File: src/rtl/fuse_pkg.sv
package fuse_pkg;

    localparam int ILEN   = 32;
    localparam int REG_W  = 5;
    localparam int IMM_W  = 12;
    localparam int SHW    = 6;
    localparam int KIND_W = 4;
    localparam int SLOTS  = 2;

    localparam logic [6:0] OPC_IMM   = 7'b0010011;
    localparam logic [6:0] OPC_IMM32 = 7'b0011011;
    localparam logic [6:0] OPC_REG   = 7'b0110011;
    localparam logic [6:0] OPC_REG32 = 7'b0111011;

    localparam logic [IMM_W-1:0] IMM_ORCB  = 12'h287;
    localparam logic [IMM_W-1:0] IMM_SEXTH = 12'h605;

    typedef enum logic [KIND_W-1:0] {
        K_NONE      = 4'd0,
        K_ZEXT16    = 4'd1,
        K_SEXT16    = 4'd2,
        K_SHL_ADD   = 4'd3,
        K_SHL4_ADD  = 4'd4,
        K_ZEXTW_SHL = 4'd5,
        K_BYTE1     = 4'd6,
        K_SHR_ADD   = 4'd7,
        K_ADD_ODD   = 4'd8,
        K_ADDW_EXT  = 4'd9,
        K_LOGIC_LSB = 4'd10,
        K_LOGIC_LO16= 4'd11,
        K_CLR_OR    = 4'd12,
        K_MUL7      = 4'd13
    } kind_e;

    typedef struct packed {
        logic [REG_W-1:0] rd;
        logic [REG_W-1:0] rs1;
        logic [REG_W-1:0] rs2;
        logic [SHW-1:0]   shamt;
        logic [IMM_W-1:0] imm;
        logic             slliw;
        logic             srliw;
        logic             sraiw;
        logic             slli;
        logic             srli;
        logic             add;
        logic             addw;
        logic             andi;
        logic             ori;
        logic             xori;
        logic             andr;
        logic             orr;
        logic             xorr;
        logic             orcb;
        logic             zexth;
        logic             sexth;
        logic             mulw;
        logic             uses_rs2;
    } dec_t;

endpackage

File: src/rtl/fuse_insn_decode.sv
module fuse_insn_decode
    import fuse_pkg::*;
(
    input  logic [ILEN-1:0] insn,
    output dec_t            dec
);

    logic [6:0] opc;
    logic [2:0] f3;
    logic [6:0] f7;
    logic [5:0] f6;
    logic       is_imm, is_imm32, is_reg, is_reg32;

    always_comb begin
        opc      = insn[6:0];
        f3       = insn[14:12];
        f7       = insn[31:25];
        f6       = insn[31:26];
        is_imm   = (opc == OPC_IMM);
        is_imm32 = (opc == OPC_IMM32);
        is_reg   = (opc == OPC_REG);
        is_reg32 = (opc == OPC_REG32);

        dec       = '0;
        dec.rd    = insn[11:7];
        dec.rs1   = insn[19:15];
        dec.rs2   = insn[24:20];
        dec.shamt = insn[25:20];
        dec.imm   = insn[31:20];

        // immediate forms
        dec.slli  = is_imm && (f3 == 3'd1) && (f6 == 6'd0);
        dec.srli  = is_imm && (f3 == 3'd5) && (f6 == 6'd0);
        dec.andi  = is_imm && (f3 == 3'd7);
        dec.ori   = is_imm && (f3 == 3'd6);
        dec.xori  = is_imm && (f3 == 3'd4);
        dec.orcb  = is_imm && (f3 == 3'd5) && (insn[31:20] == IMM_ORCB);
        dec.sexth = is_imm && (f3 == 3'd1) && (insn[31:20] == IMM_SEXTH);

        // word immediate shifts
        dec.slliw = is_imm32 && (f3 == 3'd1) && (f7 == 7'h00);
        dec.srliw = is_imm32 && (f3 == 3'd5) && (f7 == 7'h00);
        dec.sraiw = is_imm32 && (f3 == 3'd5) && (f7 == 7'h20);

        // register-register forms
        dec.add   = is_reg && (f3 == 3'd0) && (f7 == 7'h00);
        dec.andr  = is_reg && (f3 == 3'd7) && (f7 == 7'h00);
        dec.orr   = is_reg && (f3 == 3'd6) && (f7 == 7'h00);
        dec.xorr  = is_reg && (f3 == 3'd4) && (f7 == 7'h00);
        dec.addw  = is_reg32 && (f3 == 3'd0) && (f7 == 7'h00);
        dec.mulw  = is_reg32 && (f3 == 3'd0) && (f7 == 7'h01);
        dec.zexth = is_reg32 && (f3 == 3'd4) && (f7 == 7'h04)
                    && (insn[24:20] == 5'd0);

        dec.uses_rs2 = (is_reg || is_reg32) && !dec.zexth;
    end

endmodule

File: src/rtl/fuse_pair_match.sv
module fuse_pair_match
    import fuse_pkg::*;
(
    input  dec_t             a,
    input  dec_t             b,
    input  logic             va,
    input  logic             vb,
    output logic             hit,
    output kind_e            kind,
    output logic [REG_W-1:0] rs2_sel
);

    kind_e cand;
    logic  chain_ok;
    logic  logic_first;

    always_comb begin
        chain_ok    = (b.rd == a.rd) && (b.rs1 == a.rd) && (a.rd != '0);
        logic_first = a.andr | a.orr | a.xorr | a.andi | a.ori | a.xori | a.orcb;

        if (a.slliw && a.shamt == 6'd16 && b.srliw && b.shamt == 6'd16)
            cand = K_ZEXT16;
        else if (a.slliw && a.shamt == 6'd16 && b.sraiw && b.shamt == 6'd16)
            cand = K_SEXT16;
        else if (a.slli && a.shamt >= 6'd1 && a.shamt <= 6'd3 && b.add)
            cand = K_SHL_ADD;
        else if (a.slli && a.shamt == 6'd4 && b.add)
            cand = K_SHL4_ADD;
        else if (a.slli && a.shamt == 6'd32 && b.srli
                 && b.shamt >= 6'd29 && b.shamt <= 6'd31)
            cand = K_ZEXTW_SHL;
        else if (a.srli && a.shamt == 6'd8 && b.andi && b.imm == 12'd255)
            cand = K_BYTE1;
        else if (a.srli && a.shamt >= 6'd29 && a.shamt <= 6'd32 && b.add)
            cand = K_SHR_ADD;
        else if (a.andi && a.imm == 12'd1 && (b.add || b.addw))
            cand = K_ADD_ODD;
        else if (a.addw && ((b.andi && (b.imm == 12'd1 || b.imm == 12'd255))
                            || b.zexth || b.sexth))
            cand = K_ADDW_EXT;
        else if (logic_first && b.andi && b.imm == 12'd1)
            cand = K_LOGIC_LSB;
        else if (logic_first && b.zexth)
            cand = K_LOGIC_LO16;
        else if (a.andi && a.imm == 12'hF00 && b.orr)
            cand = K_CLR_OR;
        else if (a.andi && a.imm == 12'd127 && b.mulw)
            cand = K_MUL7;
        else
            cand = K_NONE;

        hit  = va && vb && chain_ok && (cand != K_NONE);
        kind = hit ? cand : K_NONE;

        if (b.uses_rs2)      rs2_sel = b.rs2;
        else if (a.uses_rs2) rs2_sel = a.rs2;
        else                 rs2_sel = '0;
    end

endmodule

File: src/rtl/fuse_detect_top.sv
module fuse_detect_top
    import fuse_pkg::*;
(
    input  logic              clk,
    input  logic              rst,
    input  logic              in0_valid,
    input  logic [31:0]       in0_insn,
    input  logic              in1_valid,
    input  logic [31:0]       in1_insn,
    output logic              fuse_o,
    output logic [3:0]        fuse_kind_o,
    output logic [4:0]        fuse_rd_o,
    output logic [4:0]        fuse_rs1_o,
    output logic [4:0]        fuse_rs2_o,
    output logic              slot0_valid_o,
    output logic [31:0]       slot0_insn_o,
    output logic              slot1_valid_o,
    output logic [31:0]       slot1_insn_o
);

    logic [ILEN-1:0] slot_insn [SLOTS];
    dec_t            slot_dec  [SLOTS];

    assign slot_insn[0] = in0_insn;
    assign slot_insn[1] = in1_insn;

    for (genvar s = 0; s < SLOTS; s++) begin : g_dec
        fuse_insn_decode u_dec (
            .insn (slot_insn[s]),
            .dec  (slot_dec[s])
        );
    end

    logic             m_hit;
    kind_e            m_kind;
    logic [REG_W-1:0] m_rs2;

    fuse_pair_match u_match (
        .a       (slot_dec[0]),
        .b       (slot_dec[1]),
        .va      (in0_valid),
        .vb      (in1_valid),
        .hit     (m_hit),
        .kind    (m_kind),
        .rs2_sel (m_rs2)
    );

    always_ff @(posedge clk) begin
        if (rst) begin
            fuse_o        <= 1'b0;
            fuse_kind_o   <= '0;
            fuse_rd_o     <= '0;
            fuse_rs1_o    <= '0;
            fuse_rs2_o    <= '0;
            slot0_valid_o <= 1'b0;
            slot0_insn_o  <= '0;
            slot1_valid_o <= 1'b0;
            slot1_insn_o  <= '0;
        end else begin
            fuse_o        <= m_hit;
            fuse_kind_o   <= m_kind;
            fuse_rd_o     <= m_hit ? slot_dec[0].rd  : '0;
            fuse_rs1_o    <= m_hit ? slot_dec[0].rs1 : '0;
            fuse_rs2_o    <= m_hit ? m_rs2           : '0;
            slot0_valid_o <= in0_valid;
            slot0_insn_o  <= in0_insn;
            slot1_valid_o <= in1_valid && !m_hit;
            slot1_insn_o  <= in1_insn;
        end
    end

    AST_RESET_CLEAR: assert property (@(posedge clk)
        $past(rst) |-> (!fuse_o && fuse_kind_o == 4'd0 && !slot0_valid_o && !slot1_valid_o));
    AST_PASS_SLOT0: assert property (@(posedge clk) disable iff (rst)
        $past(!rst) |-> (slot0_valid_o == $past(in0_valid) && slot0_insn_o == $past(in0_insn)));
    AST_NEED_BOTH_VALID: assert property (@(posedge clk) disable iff (rst)
        fuse_o |-> $past(in0_valid && in1_valid));
    AST_CHAIN_LINK: assert property (@(posedge clk) disable iff (rst)
        fuse_o |-> ($past(in1_insn[19:15]) == $past(in0_insn[11:7])
                    && $past(in1_insn[11:7]) == $past(in0_insn[11:7])));
    AST_NO_X0_DEST: assert property (@(posedge clk) disable iff (rst)
        fuse_o |-> (fuse_rd_o != 5'd0));
    AST_SLOT1_ABSORBED: assert property (@(posedge clk) disable iff (rst)
        fuse_o |-> !slot1_valid_o);
    AST_IDLE_ZERO: assert property (@(posedge clk) disable iff (rst)
        !fuse_o |-> (fuse_kind_o == 4'd0 && fuse_rd_o == 5'd0 && fuse_rs2_o == 5'd0));

endmodule

File: config.mk
export PLATFORM = sky130hd
export DESIGN_NAME = fuse_detect_top
export DESIGN_NICKNAME = d
export VERILOG_FILES = /design/src/rtl/fuse_pkg.sv /design/src/rtl/fuse_insn_decode.sv /design/src/rtl/fuse_pair_match.sv /design/src/rtl/fuse_detect_top.sv
export SDC_FILE = /design/constraint.sdc
export NUM_CORES = 1
export LEC_CHECK = 0
export BUFFER_PORTS_ARGS = -buffer_cell sky130_fd_sc_hd__buf_2
export CORE_ASPECT_RATIO = 1.1
export CORE_MARGIN = 5
export CORE_UTILIZATION = 45
export CTS_CLUSTER_SIZE = 28
export DETAILED_ROUTE_END_ITERATION = 10
export PLACE_DENSITY = 0.81
export SLEW_MARGIN = 10
export SYNTH_ARGS = -nofsm -noshare
export SYNTH_HDL_FRONTEND = slang
export SYNTH_SLANG_ARGS = --single-unit
export TNS_END_PERCENT = 20
File: constraint.sdc
create_clock -name clk -period 5.1 [get_ports clk]
set_input_delay 0.255 -clock clk [delete_from_list [all_inputs] [get_ports clk]]
set_output_delay 0.255 -clock clk [all_outputs]
set_load 0.01 [all_outputs]
==> impl_metrics.env <==
export IMPL_gp_congestion=0.902
export IMPL_synth_top_area_share=0.529
export IMPL_wl_um=9800
export IMPL_synthXorXnorAreaFrac=0
export IMPL_nNetsFinal=552
export IMPL_clkSinkCount=86
export IMPL_multi_input_area_mm2=0.00147
export IMPL_dpl_cell_count=558
export IMPL_postRouteAntennaNets=0
export IMPL_cts_root_buffer="clkbuf_8"
export IMPL_path_max_fanout=11
export IMPL_syn_inst=331
export IMPL_yosysWarnings=0
export IMPL_dp_hpwl_um=7590
export IMPL_async_reset_ff_frac=0
export IMPL_layout_drive_gt1_share=0.368
export IMPL_hold_start="in1_insn[0]"
export IMPL_met3_usage=0.0688
export IMPL_crit_path_start_kind="input port"
export IMPL_mostFrequentLayoutCell="buf_2"
export IMPL_rsz0062_at_grt="no"
export IMPL_dieArea_mm2=0.00903
export IMPL_cts_setup_buffers=0
export IMPL_numCtsBuffers=9
export IMPL_top_level_ports=154
export IMPL_finalMaxSlewViolations=0
export IMPL_crit_chain="buf_2 > nor4bb_1 > nand4_1 > nor4_1 > o21ai_0 > nand3b_1 > o31ai_2 > and3b_1"
export IMPL_grt_busiest_layer="met2"
export IMPL_min_path_type="in -> reg"
export IMPL_synth_top_family_by_area="simple AND/OR/NAND/NOR gates"
export IMPL_synth_area_leaders="dfxtp_1 53%, nor2b_1 15%, nor4_1 2.7%"
export IMPL_synth_compound_area_frac=0.0623
export IMPL_vias=3148
export IMPL_fin_hold_ws_ns=0.127
export IMPL_drtPass1Iterations=5
export IMPL_tns_ns=0
export IMPL_grt_pass1_wl_um=15500
export IMPL_synth_top_area_cell="dfxtp_1"
export IMPL_most_common_layout_cells="153 x buf_2, 86 x dfxtp_1, 79 x nor2b_1, 23 x nor2_1, 16 x nand3_1"
export IMPL_path_delay_family="simple AND/OR/NAND/NOR gates"
export IMPL_ys_flop_type="dfxtp_1"
export IMPL_max_slew_margin=0.410
export IMPL_cts_tree="yes"
export IMPL_avgSynthCellArea_um2=9.83
export IMPL_power_density_mw_per_mm2=322
export IMPL_cp_slowest_stage_delay_ns=0.74
export IMPL_drc=0
export IMPL_cp_arrival_ns=2.79
export IMPL_finalHoldViolations=0
export IMPL_syn2layout_area_growth_pct=32.4
export IMPL_worst_slew_pin_slew_ns=0.877
export IMPL_ys_types=47
export IMPL_grt_overflow=0
export IMPL_crit_type="in -> reg"
export IMPL_grt_usage=0.210
export IMPL_fin_cells=574
export IMPL_rows=32
export IMPL_antenna_cells=0
export IMPL_worst_path_stages=8
export IMPL_status="complete, no violations"
export IMPL_grt_max_degree=70
export IMPL_cp_slowest_cell="nor4bb_1"
export IMPL_fin_ws_ns=2.55
export IMPL_cts_resized=0
export IMPL_yosys_area_share_simple=0.388
export IMPL_htree_num_levels=3
export IMPL_holdPathEnd="slot1_insn_o[0]"
export IMPL_holdBufCountCts=0
export IMPL_fin_crit_ns=2.55
export IMPL_n_fill_cell=635
export IMPL_core_area_mm2=0.00705
export IMPL_place_ws_ns=2.18
export IMPL_cp_required_ns=5.34
export IMPL_synthMuxAreaShare=0
export IMPL_die_y_um=99.2
export IMPL_clkTransAtPathRegs_ns=0.09
export IMPL_port_buffers=153
export IMPL_ir_drop_mv=0.177
export IMPL_met2_usage=0.362
export IMPL_setup_viol=0
export IMPL_syn_nets=399
export IMPL_initial_core_util=0.462
export IMPL_met1_usage=0.237
export IMPL_clk_path_buf_depth=2
export IMPL_whs_path_depth=2
export IMPL_p_leak_nw=1.91
export IMPL_register_area_mm2=0.00172
export IMPL_wl_per_cell_um=17.1
export IMPL_viasPerCell=5.48
export IMPL_synth_cell_area_mm2=0.00325
export IMPL_antenna_found_initial=0
export IMPL_ys_seq_area_frac=0.529
export IMPL_synth_seq_cells=86
export IMPL_synth_edff_count=0
export IMPL_grt_pass1_vias=3157
export IMPL_crit_buf_inv=1
export IMPL_drt_first_iter_violations=126
export IMPL_max_cap_viol_count=0
export IMPL_synthAdderAreaFrac=0
export IMPL_min_period_over_period=0.500
export IMPL_cp_end_kind="flip-flop"
export IMPL_fp_dieW_um=91.1
export IMPL_fmax_mhz=392
[layout make-up]
type,count,share of cell area
Clock buffer,9,0.0287
Clock inverter,7,0.0241
Timing Repair Buffer,154,0.179
Tap cell,85,0.0247
Inverter,4,0.00348
Sequential cell,86,0.400
Multi-Input combinational cell,229,0.340
[synth_stat cells, types with 2 or more instances]
| cell | instances |
|---|---|
| and3b_1 | 2 |
| nand3_1 | 16 |
| nor4b_1 | 6 |
| nand2b_1 | 2 |
| nor3_1 | 8 |
| dfxtp_1 | 86 |
| nand4_1 | 9 |
| o21a_1 | 2 |
| and4b_1 | 2 |
| and3_1 | 3 |
| nor2b_1 | 79 |
| o21ai_0 | 2 |
| nor2_1 | 23 |
| and4_1 | 2 |
| a22oi_1 | 5 |
| nand4b_1 | 4 |
| nand3b_1 | 4 |
| clkbuf_1 | 10 |
| or2_2 | 3 |
| or4_1 | 4 |
| nand2_1 | 7 |
| nor4_1 | 14 |
| nor3b_1 | 5 |
| nor4bb_1 | 2 |
| and2_1 | 2 |
| inv_1 | 4 |
| or4_4 | 2 |
| or3_1 | 4 |
[state kept, by name, indices dropped and copies added, names as in the netlist]
name           count
slot0_insn_o      32
slot1_insn_o      32
fuse_rd_o          5
fuse_rs1_o         5
fuse_rs2_o         5
fuse_kind_o        4
fuse_o             1
slot0_valid_o      1
slot1_valid_o      1
[metal layers]
layer / up-vias / share of wire
met2: 195 / 0.48
li1: 1484 / -
met5: - / 0
met1: 1445 / 0.39
met4: 0 / 0.025
met3: 24 / 0.11
[worst max-delay path by stage]
stage / slack, ns / startpoint / to
floorplan: 2.75 / in0_insn[30] / slot1_valid_o
global placement: 2.23 / in1_insn[6] / slot1_valid_o
detailed placement: 2.18 / in1_insn[6] / slot1_valid_o
CTS: 2.56 / in1_insn[6] / slot1_valid_o
global route: 2.33 / in1_insn[6] / slot1_valid_o
finish: 2.55 / in1_insn[6] / slot1_valid_o
[power breakdown]
part           switching (mW)  total (mW)  internal, mW
Combinational          0.0837       0.146        0.0621
Sequential            0.00649       0.705         0.699
Clock                   0.252       0.535         0.283
Total                   0.342        1.39          1.04
[cells by family after synthesis]
family	count (synthesis)
AOI/OAI and AO/OA	24
buffers and inverters	16
DFF	86
and+or+nand+nor	205
[per-stage QoR]
step	utilization	area [µm²]	power (mW)
after global routing	0.612	4310	1.45
final	0.612	4310	1.39
after global placement	0.579	4080	0.864
after CTS	0.612	4310	1.40
after floorplan	-	3250	0.781
after detailed placement	0.579	4080	0.867
(Power assumes the default switching activity.)
